===== src/rtl/dlc_pkg.sv =====
package dlc_pkg;

    localparam int BYTE_W = 8;
    localparam int LANES  = 2;
    localparam int CNT_W  = BYTE_W * LANES;
    localparam int REM_W  = CNT_W + 1;
    localparam int OP_W   = BYTE_W - 1;

    typedef logic [BYTE_W-1:0] byte_t;
    typedef logic [REM_W-1:0]  rem_t;

    typedef struct packed {
        logic            dma;
        logic [OP_W-1:0] op;
    } cmd_t;

    typedef enum logic {
        PH_IDLE = 1'b0,
        PH_RUN  = 1'b1
    } phase_e;

    typedef struct packed {
        logic reload;
        logic start;
        logic abort;
    } ctl_t;

    function automatic ctl_t decode_cmd(input logic stb, input cmd_t c,
                                        input logic [OP_W-1:0] xop);
        ctl_t r;
        r.reload = stb && c.dma;
        r.start  = r.reload && (c.op == xop);
        r.abort  = r.reload && !r.start;
        return r;
    endfunction

endpackage


===== src/rtl/dlc_stage.sv =====
module dlc_stage
    import dlc_pkg::*;
(
    input  logic             clk,
    input  logic             rst,
    input  logic [LANES-1:0] wr_en,
    input  byte_t            wr_data,
    input  logic             reload,
    input  logic             clear,
    output logic [CNT_W-1:0] staged,
    output logic [CNT_W-1:0] live
);

    for (genvar g = 0; g < LANES; g++) begin : g_lane
        byte_t stg_q;
        byte_t live_q;

        always_ff @(posedge clk) begin
            if (rst) begin
                stg_q <= '0;
            end else if (wr_en[g]) begin
                stg_q <= wr_data;
            end
        end

        // completion zeroes the live byte even when a reload lands with it
        always_ff @(posedge clk) begin
            if (rst || clear) begin
                live_q <= '0;
            end else if (reload) begin
                live_q <= stg_q;
            end
        end

        assign staged[g*BYTE_W +: BYTE_W] = stg_q;
        assign live[g*BYTE_W +: BYTE_W]   = live_q;
    end

    // live bytes move only on reload or completion
    assert_live_hold_R2: assert property (@(posedge clk) disable iff (rst)
        (!reload && !clear) |=> $stable(live));

endmodule


===== src/rtl/dlc_len_calc.sv =====
module dlc_len_calc
    import dlc_pkg::*;
#(
    parameter int PEND_W  = 24,
    parameter int CAP_LEN = 32
) (
    input  logic [CNT_W-1:0]  count_raw,
    input  logic [PEND_W-1:0] pend,
    input  logic              capture,
    output rem_t              cnt_full,
    output rem_t              eff,
    output logic              dir
);

    localparam int CMP_W = (REM_W > PEND_W) ? REM_W : PEND_W;

    logic [PEND_W-1:0] mag;
    logic [CMP_W-1:0]  lim;
    logic [CMP_W-1:0]  full_x;

    always_comb begin
        // zero count selects the top bit alone: 2**CNT_W
        cnt_full = {(count_raw == '0), count_raw};
        dir      = pend[PEND_W-1];
        mag      = dir ? (~pend + 1'b1) : pend;
        lim      = capture ? CMP_W'(CAP_LEN) : CMP_W'(mag);
        full_x   = CMP_W'(cnt_full);
        eff      = (full_x < lim) ? cnt_full : REM_W'(lim);
    end

endmodule


===== src/rtl/dlc_down.sv =====
module dlc_down
    import dlc_pkg::*;
(
    input  logic clk,
    input  logic rst,
    input  ctl_t ctl,
    input  rem_t eff,
    input  logic dir_in,
    input  logic byte_mv,
    input  logic tc_clear,
    output rem_t remaining,
    output logic busy,
    output logic done,
    output logic term_cnt,
    output logic to_device,
    output logic finish
);

    phase_e phase_q;
    rem_t   rem_q;
    logic   last_byte;

    assign last_byte = (phase_q == PH_RUN) && byte_mv && (rem_q == rem_t'(1));

    always_comb begin
        if (ctl.start) begin
            finish = (eff == '0);
        end else begin
            finish = !ctl.abort && last_byte;
        end
    end

    always_ff @(posedge clk) begin
        if (rst) begin
            phase_q   <= PH_IDLE;
            rem_q     <= '0;
            done      <= 1'b0;
            to_device <= 1'b0;
        end else begin
            done <= finish;
            if (ctl.start) begin
                rem_q     <= eff;
                to_device <= dir_in;
                phase_q   <= (eff == '0) ? PH_IDLE : PH_RUN;
            end else if (ctl.abort) begin
                rem_q   <= '0;
                phase_q <= PH_IDLE;
            end else if (phase_q == PH_RUN && byte_mv) begin
                rem_q <= rem_q - 1'b1;
                if (last_byte) begin
                    phase_q <= PH_IDLE;
                end
            end
        end
    end

    always_ff @(posedge clk) begin
        if (rst) begin
            term_cnt <= 1'b0;
        end else if (tc_clear) begin
            term_cnt <= 1'b0;
        end else if (finish) begin
            term_cnt <= 1'b1;
        end else if (ctl.start) begin
            term_cnt <= 1'b0;
        end
    end

    assign remaining = rem_q;
    assign busy      = (phase_q == PH_RUN);

    assert_reset_state_R1: assert property (@(posedge clk) disable iff (rst)
        $past(rst) |-> (remaining == '0 && !busy && !term_cnt && !done));

    assert_step_one_R6: assert property (@(posedge clk) disable iff (rst)
        (busy && byte_mv && !ctl.start && !ctl.abort)
            |=> (remaining == $past(remaining) - 1'b1));

    assert_idle_hold_R6: assert property (@(posedge clk) disable iff (rst)
        (!busy && !ctl.start && !ctl.abort) |=> $stable(remaining));

    assert_done_at_zero_R7: assert property (@(posedge clk) disable iff (rst)
        done |-> (remaining == '0 && !busy));

    assert_abort_quiet_R10: assert property (@(posedge clk) disable iff (rst)
        ctl.abort |=> (!busy && !done && remaining == '0));

endmodule


===== src/rtl/dma_len_counter.sv =====
module dma_len_counter
    import dlc_pkg::*;
#(
    parameter int              PEND_W  = 24,
    parameter int              CAP_LEN = 32,
    parameter logic [OP_W-1:0] XFER_OP = 7'h10
) (
    input  logic              clk,
    input  logic              rst,
    input  logic              wr_lo,
    input  logic              wr_mid,
    input  logic [7:0]        wr_data,
    input  logic              cmd_stb,
    input  logic [7:0]        cmd_byte,
    input  logic              capture_mode,
    input  logic [PEND_W-1:0] pend_size,
    input  logic              byte_mv,
    output logic [16:0]       remaining,
    output logic [7:0]        live_lo,
    output logic [7:0]        live_mid,
    output logic              busy,
    output logic              done,
    output logic              term_cnt,
    output logic              to_device
);

    ctl_t             ctl;
    logic [CNT_W-1:0] staged;
    logic [CNT_W-1:0] live;
    rem_t             cnt_full;
    rem_t             eff;
    logic             dir;
    logic             finish;
    logic             tc_clear;

    assign ctl      = decode_cmd(cmd_stb, cmd_t'(cmd_byte), XFER_OP);
    assign tc_clear = wr_lo || wr_mid;

    dlc_stage u_stage (
        .clk     (clk),
        .rst     (rst),
        .wr_en   ({wr_mid, wr_lo}),
        .wr_data (wr_data),
        .reload  (ctl.reload),
        .clear   (finish),
        .staged  (staged),
        .live    (live)
    );

    // the starting command reloads, so its length comes from the staged bytes
    dlc_len_calc #(
        .PEND_W  (PEND_W),
        .CAP_LEN (CAP_LEN)
    ) u_len (
        .count_raw (staged),
        .pend      (pend_size),
        .capture   (capture_mode),
        .cnt_full  (cnt_full),
        .eff       (eff),
        .dir       (dir)
    );

    dlc_down u_down (
        .clk       (clk),
        .rst       (rst),
        .ctl       (ctl),
        .eff       (eff),
        .dir_in    (dir),
        .byte_mv   (byte_mv),
        .tc_clear  (tc_clear),
        .remaining (remaining),
        .busy      (busy),
        .done      (done),
        .term_cnt  (term_cnt),
        .to_device (to_device),
        .finish    (finish)
    );

    assign live_lo  = live[BYTE_W-1:0];
    assign live_mid = live[CNT_W-1:BYTE_W];

    assert_len_bound_R4: assert property (@(posedge clk) disable iff (rst)
        ctl.start |=> (remaining <= $past(cnt_full)));

    assert_cap_limit_R5: assert property (@(posedge clk) disable iff (rst)
        (ctl.start && capture_mode) |=> (remaining <= rem_t'(CAP_LEN)));

    assert_write_clears_tc_R9: assert property (@(posedge clk) disable iff (rst)
        (wr_lo || wr_mid) |=> !term_cnt);

    assert_done_sets_zero_R7: assert property (@(posedge clk) disable iff (rst)
        done |-> (live_lo == '0 && live_mid == '0));

endmodule


===== config.mk =====
export PLATFORM = sky130hd
export DESIGN_NAME = dma_len_counter
export DESIGN_NICKNAME = d
export VERILOG_FILES = /design/src/rtl/dlc_pkg.sv /design/src/rtl/dlc_stage.sv /design/src/rtl/dlc_len_calc.sv /design/src/rtl/dlc_down.sv /design/src/rtl/dma_len_counter.sv
export SDC_FILE = /design/constraint.sdc
export NUM_CORES = 1
export LEC_CHECK = 0
export ABC_AREA = 0
export CAP_MARGIN = 0
export CORE_ASPECT_RATIO = 0.7
export CORE_MARGIN = 8
export CORE_UTILIZATION = 26
export DETAILED_ROUTE_END_ITERATION = 12
export DONT_BUFFER_PORTS = 1
export MAX_ROUTING_LAYER = met4
export SLEW_MARGIN = 40
export SYNTH_ARGS = -nofsm -noshare
export SYNTH_HDL_FRONTEND = slang
export SYNTH_HIERARCHICAL = 1
export SYNTH_SLANG_ARGS = --single-unit

===== constraint.sdc =====
create_clock -name clk -period 6.46 [get_ports clk]
set_input_delay 0.969 -clock clk [delete_from_list [all_inputs] [get_ports clk]]
set_output_delay 0.969 -clock clk [all_outputs]
set_load 0.05 [all_outputs]

After elaboration in Yosys (flattened, before gate mapping)
Index checks and enable logic that the tools add are counted.

word-level totals
  register bits after elaboration = 53
  output and inout port bits = 37
  word-level logic and storage cells = 46

operators by class
  add/subtract/negate cells = 2
  magnitude comparators = 1
  equal/unequal tests = 2
  multiplexer cells = 14
  bitwise operators = 1
  reductions and logical operators = 17

operators by type and width
  cell                                                                     number
  17-bit two-way mux                                                       4
  24-bit two-way mux                                                       2
  24-bit by 1-bit adder with 24-bit output (second input constant)         1
  17-bit by 24-bit less-than comparator with 1-bit output                  1
  24-bit NOT                                                               1
  17-bit by 1-bit equality test with 1-bit output (second input constant)  1
  17-bit logical NOT                                                       1
  17-bit by 1-bit subtractor with 17-bit output (second input constant)    1
  16-bit logical NOT                                                       1
  1-bit two-way mux                                                        8
  7-bit by 5-bit equality test with 1-bit output (second input constant)   1
  1-bit logical AND                                                        6
  3-bit nonzero test                                                       2
  1-bit logical NOT                                                        2
  1-bit logical OR                                                         2
  2-bit AND reduction                                                      1
  2-bit nonzero test                                                       1
  2-bit OR reduction                                                       1

Longest topological paths before layout
Gate-level depths: netlist of run 1.

  word-level depth = 9
  mapped depth = 26

Modules after synthesis
Netlist of run 1, hierarchy kept.

by module, submodules not included
  module           instances  cells each  area each (sq um)
  dlc_len_calc     1          203         1,421.4
  dlc_down         1          162         1,317.5
  dlc_stage        1          105         1,152.4
  dma_len_counter  1          7           47.5

Worst setup path before layout of run 1
No wires, ideal clock.

  path kind = input-to-reg
  start point = input port pend_size[0]
  end point = register u_stage.g_lane[0].live_q[0]
  data arrival time = 5.037 ns
  setup slack = 1.307 ns
  cell stages on the path = 25
  cell sequence = inv_1 ha_1 nor4b_1 nand4_2 o21ai_0 xor2_1 nor2_1 inv_1 ha_1 a211o_1 a21oi_1 o41ai_1 and3_1 and2_4 buf_8 buf_12 a22o_1 or4_1 nor3_1 nand3_1 nand2_1 or2_1 buf_6 buf_6 nor2_1

on the way
  longest elaborated chain between the ends = 9

RTL lines
  item                                                     line                   source
  start, declared                                          dma_len_counter.sv:16  input logic [PEND_W-1:0] pend_size,
  24-bit NOT                                               dlc_len_calc.sv:25     mag = dir ? (~pend + 1'b1) : pend;
  24-bit by 1-bit adder with 24-bit output                 dlc_len_calc.sv:25
  24-bit two-way mux (*)                                   dlc_len_calc.sv:25
  24-bit two-way mux (*)                                   dlc_len_calc.sv:26     lim = capture ? CMP_W'(CAP_LEN) : CMP_W'(mag);
  17-bit by 24-bit less-than comparator with 1-bit output  dlc_len_calc.sv:28     eff = (full_x < lim) ? cnt_full : REM_W'(lim);
  17-bit two-way mux (*)                                   dlc_len_calc.sv:28
  named net eff[14]                                        dma_len_counter.sv:31  rem_t eff;
  17-bit logical NOT (*)                                   dlc_down.sv:27         finish = (eff == '0);
  1-bit two-way mux (*)                                    dlc_down.sv:26         if (ctl.start) begin
  named net finish                                         dma_len_counter.sv:33  logic finish;
  1-bit logical OR (*)                                     dlc_stage.sv:28        if (rst || clear) begin
  end signal, assigned                                     dlc_stage.sv:31        live_q <= stg_q;
  end, declared                                            dlc_stage.sv:16        byte_t live_q;

Mark *: on every way through the listed nets, which the timed path passes. The rest lies on a longest branch.
A chain may end at the register's enable or synchronous reset.

Worst setup path in the final report of run 1
  start point = input port pend_size[0]
  end point = register u_stage.g_lane[0].live_q[1]

The elaborated chain is that of the path after synthesis.

==> report_table.html, run 1 <==
<table>
<tr><th>Metric</th><th>Value</th></tr>
<tr><th colspan="2">Die</th></tr>
<tr><td>Effective utilization at floorplan</td><td>26.3%</td></tr>
<tr><td>Horizontal extent of the die</td><td>161 µm</td></tr>
<tr><td>Io pins</td><td>84</td></tr>
<tr><td>Core Box Area</td><td>0.0145 mm²</td></tr>
<tr><td>Full die area</td><td>0.0189 mm²</td></tr>
<tr><td>Vertical die dimension</td><td>117 µm</td></tr>
<tr><td>Number of rows in the core area</td><td>37</td></tr>
<tr><th colspan="2">Detailed routing</th></tr>
<tr><td>DRC violations left</td><td>0</td></tr>
<tr><td>Antenna Violating Nets Remaining</td><td>0</td></tr>
<tr><td>Number of violations reported at the end of detailed-routing iteration 0</td><td>349</td></tr>
<tr><td>DRT Pass-1 Iters</td><td>5</td></tr>
<tr><td>Routed wire length per instance</td><td>19.3 µm</td></tr>
<tr><td>Number of vias after detailed routing</td><td>3559</td></tr>
<tr><td>Via density per instance</td><td>5.58</td></tr>
<tr><td>Routed wire length</td><td>12300 µm</td></tr>
<tr><th colspan="2">GRT</th></tr>
<tr><td>Pin count of the biggest net entering global routing</td><td>34</td></tr>
<tr><td>Grt total ovfl</td><td>0</td></tr>
<tr><td>Global-route total usage across every layer</td><td>12.8%</td></tr>
<tr><td>Antenna violations before repair</td><td>0</td></tr>
<tr><td>Wire length of the first global-routing pass</td><td>19100 µm</td></tr>
<tr><td>Via count of the first global-routing pass</td><td>3316</td></tr>
<tr><th colspan="2">Final layout</th></tr>
<tr><td>Net total in the final layout</td><td>508</td></tr>
<tr><td>Leading cell type in the layout, fill and taps excluded</td><td>nor2_1</td></tr>
<tr><td>Fraction of layout cells with a size suffix above 1</td><td>6.32%</td></tr>
<tr><td>Most used cells in the layout excluding fill and tap cells</td><td>nor2_1 (68), dfxtp_1 (53), mux2i_1 (35)</td></tr>
<tr><td>Antenna cell count</td><td>0</td></tr>
<tr><td>Number of non-filler instances in the completed layout</td><td>638</td></tr>
<tr><td>Final-layout fill cell count</td><td>1592</td></tr>
<tr><td>Register Area</td><td>0.00106 mm²</td></tr>
<tr><td>Area used by multi-input combinational logic</td><td>0.00249 mm²</td></tr>
<tr><td>Post-synthesis to final-layout area growth</td><td>6.19%</td></tr>
<tr><th colspan="2">Synth</th></tr>
<tr><td>Post-Syn Nets</td><td>527</td></tr>
<tr><td>Number of instances in the synthesized netlist</td><td>461</td></tr>
<tr><td>Area of the mapped netlist</td><td>0.00382 mm²</td></tr>
<tr><td>Yosys synthesis warning count</td><td>6</td></tr>
<tr><td>Synth Area per Inst</td><td>8.28 µm²</td></tr>
<tr><th colspan="2">CTS</th></tr>
<tr><td>TritonCTS clock tree</td><td>done</td></tr>
<tr><td>Post-CTS clock slew at the launch and capture registers of the worst setup and hold paths</td><td>0.07 ns</td></tr>
<tr><td>Max clock buf depth</td><td>2</td></tr>
<tr><td>Post-CTS setup-driven buffer insertion count</td><td>0</td></tr>
<tr><td>Number of H-tree levels</td><td>2</td></tr>
<tr><td>Clock tree root driver cell</td><td>clkbuf_16</td></tr>
<tr><td>Post-cts sizing count</td><td>0</td></tr>
<tr><td>CTS Hold Bufs</td><td>0</td></tr>
<tr><td>Inserted Clock Buffers</td><td>5</td></tr>
<tr><td>Latest clock arrival within the worst-skew pair</td><td>0.31 ns</td></tr>
<tr><td>Sink count of the clock tree</td><td>53</td></tr>
<tr><th colspan="2">Worst setup path</th></tr>
<tr><td>Data arrival time of the critical path</td><td>5.59 ns</td></tr>
<tr><td>Type of element capturing the critical path</td><td>register</td></tr>
<tr><td>Critical Path Max Stage Delay</td><td>0.53 ns</td></tr>
<tr><td>Type of the worst setup path</td><td>input port to register</td></tr>
<tr><td>Top cell by count, worst path</td><td>nor2_1</td></tr>
<tr><td>Family with the most delay on the worst path</td><td>simple AND/OR/NAND/NOR gates</td></tr>
<tr><td>Required time at the worst-slack endpoint</td><td>6.63 ns</td></tr>
<tr><td>CP max stage cell</td><td>nor4_1</td></tr>
<tr><td>Critical path buffers and inverters</td><td>1</td></tr>
<tr><td>Type of origin of the critical path</td><td>input port</td></tr>
<tr><td>Maximum net fanout on the critical path</td><td>17</td></tr>
<tr><td>Cells traversed along the worst timing path</td><td>nor4_1 -&gt; and4_4 -&gt; nor2_1 -&gt; xnor2_1 -&gt; nor2_1 -&gt; inv_1 -&gt; ha_1 -&gt; a21o_1 -&gt; a211o_1 -&gt; a21oi_1 -&gt; o41ai_1 -&gt; and3_1 -&gt; and2_4 -&gt; a22o_1 -&gt; or4_1 -&gt; nor3_1 -&gt; nand3_1 -&gt; nand2_1 -&gt; or2_1 -&gt; nor2_1</td></tr>
<tr><th colspan="2">STA</th></tr>
<tr><td>Maximum clock frequency</td><td>184 MHz</td></tr>
<tr><td>Endpoints failing hold</td><td>0</td></tr>
<tr><td>Min cycle time layout</td><td>5.42 ns</td></tr>
<tr><td>Final sum of negative setup slack</td><td>0 ns</td></tr>
<tr><td>Worst setup skew after layout</td><td>0.0107 ns</td></tr>
<tr><td>Slew at the pin closest to its max-slew limit</td><td>0.799 ns</td></tr>
<tr><td>Unrepaired setup endpoints after global routing</td><td>false</td></tr>
<tr><td>Max-slew violations</td><td>0</td></tr>
<tr><td>Final worst-path cycle share</td><td>84.0%</td></tr>
<tr><td>Final setup violating endpoints</td><td>0</td></tr>
<tr><td>Final worst slack</td><td>1.04 ns</td></tr>
<tr><td>Max-slew headroom</td><td>46.6%</td></tr>
<tr><th colspan="2">Run status</th></tr>
<tr><td>Status</td><td>completed</td></tr>
<tr><th colspan="2">Power</th></tr>
<tr><td>Leakage power total</td><td>1.61 nW</td></tr>
<tr><td>Pwr Density</td><td>208 mW/mm²</td></tr>
<tr><td>Worst-case vdd ir drop</td><td>98.4 µV</td></tr>
<tr><th colspan="2">Place</th></tr>
<tr><td>Worst Setup Slack post-DPL</td><td>0.761 ns</td></tr>
<tr><td>Number of cells after detailed placement</td><td>630</td></tr>
<tr><td>Number of I/O port buffers</td><td>0</td></tr>
<tr><td>Post-DP HPWL</td><td>9700 µm</td></tr>
<tr><td>Weighted congestion reported at the end of routability-driven placement</td><td>0.922</td></tr>
<tr><th colspan="2">Hold path</th></tr>
<tr><td>Hold/Removal Path Class</td><td>register to register</td></tr>
<tr><th colspan="2">Run</th></tr>
<tr><td>Count of max-cap constraint violations</td><td>0</td></tr>
</table>
layout make-up:
class	count	area share [%]
clock buffers	5	3.09
clock inverters	3	0.710
flip-flops and latches	53	26.2
multi-input cells	354	61.4
inverters	28	2.59
well taps	195	6.02
per-stage QoR:
step                      util (%)  cell area, µm²  power, mW  hold WS, ns
after floorplan                  -            3820      0.532        0.526
after global placement        26.8            3890      0.557        0.568
after detailed placement      26.8            3890      0.561        0.582
after CTS                     27.8            4050      0.848        0.593
after global routing          27.9            4060      0.884        0.633
final                         27.9            4060      0.843        0.594
report_power, final:
group          internal (mW)  switching, mW
Combinational         0.0737         0.0961
Clock                  0.149          0.135
Sequential             0.340         0.0495
worst register-to-register path, stage by stage (launching register included):
cell and delay [ns]:
dfxtp_1 0.41, nor4_1 0.29, and4_1 0.29, ha_1 0.27, a211o_1 0.28, a21oi_1 0.13
o41ai_1 0.09, and3_1 0.19, and2_4 0.21, a22o_1 0.30, or4_1 0.48, nor3_1 0.28
nand3_1 0.16, nand2_1 0.09, or2_1 0.46, nor2_1 0.12
registers in the layout (all words and copies together) (netlist names):
name and flops:
u_down/done 1, u_stage/g_lane.live_q 16, u_down/term_cnt 1, u_down/busy 1, u_stage/g_lane.stg_q 16, u_down/remaining 17, u_down/to_device 1
layer usage:
| layer | part of all wire, % | track usage (%) |
|---|---|---|
| met1 | 43 | 16.3 |
| met2 | 43 | 18.2 |
| met3 | 13 | 6.15 |
| met4 | 0.99 | 2.48 |
| met5 | 0 | - |
final timing paths:
path,startpoint,to,slack (ns),cells after the start
max,pend_size[0],u_stage/g_lane[0].live_q[1],1.04,20
min,u_stage/g_lane[0].stg_q[6],u_stage/g_lane[0].stg_q[6],0.59,2
max reg2reg,u_stage/g_lane[0].stg_q[0],u_stage/g_lane[0].live_q[1],2.29,15
min reg2reg,u_stage/g_lane[0].stg_q[6],u_stage/g_lane[0].stg_q[6],0.59,2
No activity file was read; power rests on OpenSTA's default activity.
==> run 2: changes to the inputs <==
--- a/config.mk
+++ b/config.mk
@@ -5,7 +5,7 @@
 export SDC_FILE = /design/constraint.sdc
 export NUM_CORES = 1
 export LEC_CHECK = 0
-export ABC_AREA = 0
+export ABC_AREA = 1
 export CAP_MARGIN = 0
 export CORE_ASPECT_RATIO = 0.7
 export CORE_MARGIN = 8
==> constraint.sdc (replaced) <==
create_clock -name clk -period 5.1 [get_ports clk]
set_input_delay 0.765 -clock clk [delete_from_list [all_inputs] [get_ports clk]]
set_output_delay 0.765 -clock clk [all_outputs]
set_load 0.05 [all_outputs]
==> report_table.html, run 2 <==
<table>
<tr><th>Metric</th><th>Value</th></tr>
<tr><th colspan="2">Detailed routing</th></tr>
<tr><td>DRT Pass-1 Iters</td><td>6 (was 5)</td></tr>
<tr><td>Routed wire length</td><td>13600 µm (was 12300 µm)</td></tr>
<tr><td>Antenna Violating Nets Remaining</td><td>0 (unchanged)</td></tr>
<tr><td>Number of violations reported at the end of detailed-routing iteration 0</td><td>377 (was 349)</td></tr>
<tr><td>DRC violations left</td><td>0 (unchanged)</td></tr>
<tr><td>Via density per instance</td><td>4.60 (was 5.58)</td></tr>
<tr><td>Routed wire length per instance</td><td>14.1 µm (was 19.3 µm)</td></tr>
<tr><td>Number of vias after detailed routing</td><td>4456 (was 3559)</td></tr>
<tr><th colspan="2">STA</th></tr>
<tr><td>Worst setup skew after layout</td><td>0.0154 ns (was 0.0107 ns)</td></tr>
<tr><td>Min cycle time layout</td><td>4.13 ns</td></tr>
<tr><td>Final worst-path cycle share</td><td>81.0%</td></tr>
<tr><td>Unrepaired setup endpoints after global routing</td><td>false (unchanged)</td></tr>
<tr><td>Endpoints failing hold</td><td>0 (unchanged)</td></tr>
<tr><td>Final sum of negative setup slack</td><td>0 ns (unchanged)</td></tr>
<tr><td>Max-slew violations</td><td>0 (unchanged)</td></tr>
<tr><td>Max-slew headroom</td><td>52.4% (was 46.6%)</td></tr>
<tr><td>Final worst slack</td><td>0.968 ns (was 1.04 ns)</td></tr>
<tr><td>Slew at the pin closest to its max-slew limit</td><td>0.714 ns (was 0.799 ns)</td></tr>
<tr><td>Final setup violating endpoints</td><td>0 (unchanged)</td></tr>
<tr><td>Maximum clock frequency</td><td>242 MHz</td></tr>
<tr><th colspan="2">CTS</th></tr>
<tr><td>Post-cts sizing count</td><td>0 (unchanged)</td></tr>
<tr><td>Sink count of the clock tree</td><td>53 (unchanged)</td></tr>
<tr><td>Post-CTS clock slew at the launch and capture registers of the worst setup and hold paths</td><td>0.07 ns (about the same)</td></tr>
<tr><td>Number of H-tree levels</td><td>2 (unchanged)</td></tr>
<tr><td>Clock tree root driver cell</td><td>clkbuf_16 (unchanged)</td></tr>
<tr><td>CTS Hold Bufs</td><td>0 (unchanged)</td></tr>
<tr><td>TritonCTS clock tree</td><td>done (unchanged)</td></tr>
<tr><td>Max clock buf depth</td><td>2 (unchanged)</td></tr>
<tr><td>Latest clock arrival within the worst-skew pair</td><td>0.30 ns (was 0.31 ns)</td></tr>
<tr><td>Post-CTS setup-driven buffer insertion count</td><td>0 (unchanged)</td></tr>
<tr><td>Inserted Clock Buffers</td><td>5 (unchanged)</td></tr>
<tr><th colspan="2">Final layout</th></tr>
<tr><td>Leading cell type in the layout, fill and taps excluded</td><td>nand2_1 (was nor2_1)</td></tr>
<tr><td>Largest register FFs</td><td>17 (unchanged)</td></tr>
<tr><td>Fraction of layout cells with a size suffix above 1</td><td>11.4% (was 6.32%)</td></tr>
<tr><td>Largest register by flop count</td><td>u_down/remaining (unchanged)</td></tr>
<tr><td>Post-synthesis to final-layout area growth</td><td>6.46% (was 6.19%)</td></tr>
<tr><td>Largest regs</td><td>u_down/remaining (17), u_stage/g_lane.live_q (16), u_stage/g_lane.stg_q (16) (unchanged)</td></tr>
<tr><td>Antenna cell count</td><td>0 (unchanged)</td></tr>
<tr><td>Most used cells in the layout excluding fill and tap cells</td><td>nand2_1 (206), nor2_1 (133), inv_1 (89) (was nor2_1 (68), dfxtp_1 (53), mux2i_1 (35))</td></tr>
<tr><td>Net total in the final layout</td><td>802 (was 508)</td></tr>
<tr><th colspan="2">Synth</th></tr>
<tr><td>Yosys synthesis warning count</td><td>6 (unchanged)</td></tr>
<tr><td>Post-Syn Nets</td><td>818 (was 527)</td></tr>
<tr><td>Number of instances in the synthesized netlist</td><td>752 (was 461)</td></tr>
<tr><td>Area of the mapped netlist</td><td>0.00444 mm² (was 0.00382 mm²)</td></tr>
<tr><td>Synth Area per Inst</td><td>5.90 µm² (was 8.28 µm²)</td></tr>
<tr><th colspan="2">Place</th></tr>
<tr><td>Weighted congestion reported at the end of routability-driven placement</td><td>0.878 (was 0.922)</td></tr>
<tr><td>Post-DP HPWL</td><td>10900 µm (was 9700 µm)</td></tr>
<tr><td>Number of I/O port buffers</td><td>0 (unchanged)</td></tr>
<tr><td>Worst Setup Slack post-DPL</td><td>0.672 ns (was 0.761 ns)</td></tr>
<tr><th colspan="2">GRT</th></tr>
<tr><td>Antenna violations before repair</td><td>0 (unchanged)</td></tr>
<tr><td>Wire length of the first global-routing pass</td><td>22200 µm (was 19100 µm)</td></tr>
<tr><td>Pin count of the biggest net entering global routing</td><td>33 (was 34)</td></tr>
<tr><td>Global-route total usage across every layer</td><td>13.1% (was 12.8%)</td></tr>
<tr><td>Via count of the first global-routing pass</td><td>4108 (was 3316)</td></tr>
<tr><td>Grt total ovfl</td><td>0 (unchanged)</td></tr>
<tr><th colspan="2">Die</th></tr>
<tr><td>Effective utilization at floorplan</td><td>26.2% (was 26.3%)</td></tr>
<tr><td>Io pins</td><td>84 (unchanged)</td></tr>
<tr><td>Vertical die dimension</td><td>125 µm (was 117 µm)</td></tr>
<tr><td>Horizontal extent of the die</td><td>172 µm (was 161 µm)</td></tr>
<tr><td>Number of rows in the core area</td><td>40 (was 37)</td></tr>
<tr><td>Core Box Area</td><td>0.0169 mm² (was 0.0145 mm²)</td></tr>
<tr><td>Full die area</td><td>0.0216 mm² (was 0.0189 mm²)</td></tr>
<tr><th colspan="2">Worst setup path</th></tr>
<tr><td>Reg-to-reg setup timing slack</td><td>1.87 ns (was 2.29 ns)</td></tr>
<tr><td>Start point of the critical path</td><td>pend_size[1] (was pend_size[0])</td></tr>
<tr><td>Critical path destination</td><td>u_stage/g_lane[0].live_q[2] (was u_stage/g_lane[0].live_q[1])</td></tr>
<tr><td>Data arrival time of the critical path</td><td>4.37 ns (was 5.59 ns)</td></tr>
<tr><td>Reg2reg end</td><td>u_stage/g_lane[0].live_q[2] (was u_stage/g_lane[0].live_q[1])</td></tr>
<tr><td>Type of origin of the critical path</td><td>input port (unchanged)</td></tr>
<tr><td>RR Startpoint</td><td>u_stage/g_lane[0].stg_q[1] (was u_stage/g_lane[0].stg_q[0])</td></tr>
<tr><td>Maximum net fanout on the critical path</td><td>18 (was 17)</td></tr>
<tr><td>Type of element capturing the critical path</td><td>register (unchanged)</td></tr>
<tr><td>Required time at the worst-slack endpoint</td><td>5.33 ns (was 6.63 ns)</td></tr>
<tr><td>Type of the worst setup path</td><td>input port to register (unchanged)</td></tr>
<tr><td>Worst R2R Path Depth</td><td>19 (was 15)</td></tr>
<tr><th colspan="2">Power</th></tr>
<tr><td>Leakage power total</td><td>2.23 nW (was 1.61 nW)</td></tr>
<tr><td>Worst-case vdd ir drop</td><td>132 µV (was 98.4 µV)</td></tr>
<tr><td>Pwr Density</td><td>252 mW/mm² (was 208 mW/mm²)</td></tr>
<tr><th colspan="2">Run</th></tr>
<tr><td>Count of max-cap constraint violations</td><td>0 (unchanged)</td></tr>
<tr><th colspan="2">Hold path</th></tr>
<tr><td>Hold/Removal Path Class</td><td>input port to register (was register to register)</td></tr>
<tr><th colspan="2">Run status</th></tr>
<tr><td>Status</td><td>completed (unchanged)</td></tr>
</table>
## run 2: cell types whose count changed in the layout (fill, tap and decap cells not counted), moves of 13 or more
cell     delta
nand2_1   +179
nor2_1     +65
inv_1      +62
nand3_1    +48
mux2i_1    -35
a21oi_2    +19
a22o_1     -19
nor2_2     +15
o21ai_0    +13
## run 2: worst min path at each step
| stage | endpoint | start | slack, ns | depth (start not counted) |
|---|---|---|---|---|
| after floorplan | u_stage/g_lane[0].stg_q[0] | u_stage/g_lane[0].stg_q[0] | 0.48 | 2 |
| after global placement | u_stage/g_lane[1].stg_q[3] | u_stage/g_lane[1].stg_q[3] | 0.55 | 2 |
| after detailed placement | u_stage/g_lane[1].stg_q[3] | u_stage/g_lane[1].stg_q[3] | 0.55 | 2 |
| after CTS | u_down/busy | rst | 0.53 | 1 |
| after global routing | u_down/busy | rst | 0.53 | 1 |
| final | u_down/busy | rst | 0.54 | 1 |
## run 2: power by group
part           switching, mW  leakage, nW  total (mW)  internal (mW)
clock network          0.164       0.0767       0.353          0.188
registers              0.105        0.437       0.545          0.440
logic                  0.189         1.71       0.295          0.106
total                  0.458         2.23        1.19          0.734
## run 2: metal layers
layer	share of wire (%)	GRT usage [%]
met5	0	-
met4	0.12	0.910
met3	10	4.46
met2	41	18.5
met1	48	18.3
## run 2: worst max-delay path: stages
cell and delay, ns:
nor2_1 0.10, nand2_2 0.11, nor2_4 0.18, nand2_2 0.09, o21ai_0 0.24, nor2_1 0.07
nor2_1 0.20, inv_1 0.07, ha_1 0.31, nand4_1 0.14, nor3_1 0.29, nand4_4 0.30
nand2_4 0.27, nand2_1 0.08, nand2_1 0.11, or2_1 0.11, nor2_1 0.04, nand3_1 0.07
nand2_1 0.07, nand2_1 0.13, inv_1 0.08, nor2_4 0.33, nand2_1 0.11, nor2_2 0.09
## run 2: cell type report
type,count,area (µm²)
Tap cell,231,289
Inverter,99,377
Sequential cell,53,1060
Clock inverter,3,33.8
Timing Repair Buffer,1,7.51
Fill cell,1970,12200
Clock buffer,5,125
Multi-Input combinational cell,576,2830
## run 2: per-stage QoR
step	instances	utilization, %	power, mW	hold slack, ns	cell area, µm²
2_1_floorplan	752	-	0.790	0.484	4440
3_3_place_gp	960	27.0	0.844	0.553	4570
3_5_place_dp	960	27.0	0.847	0.549	4570
4_1_cts	968	27.9	1.20	0.530	4720
5_1_grt	968	27.9	1.28	0.529	4720
6_report	968	27.9	1.19	0.540	4720
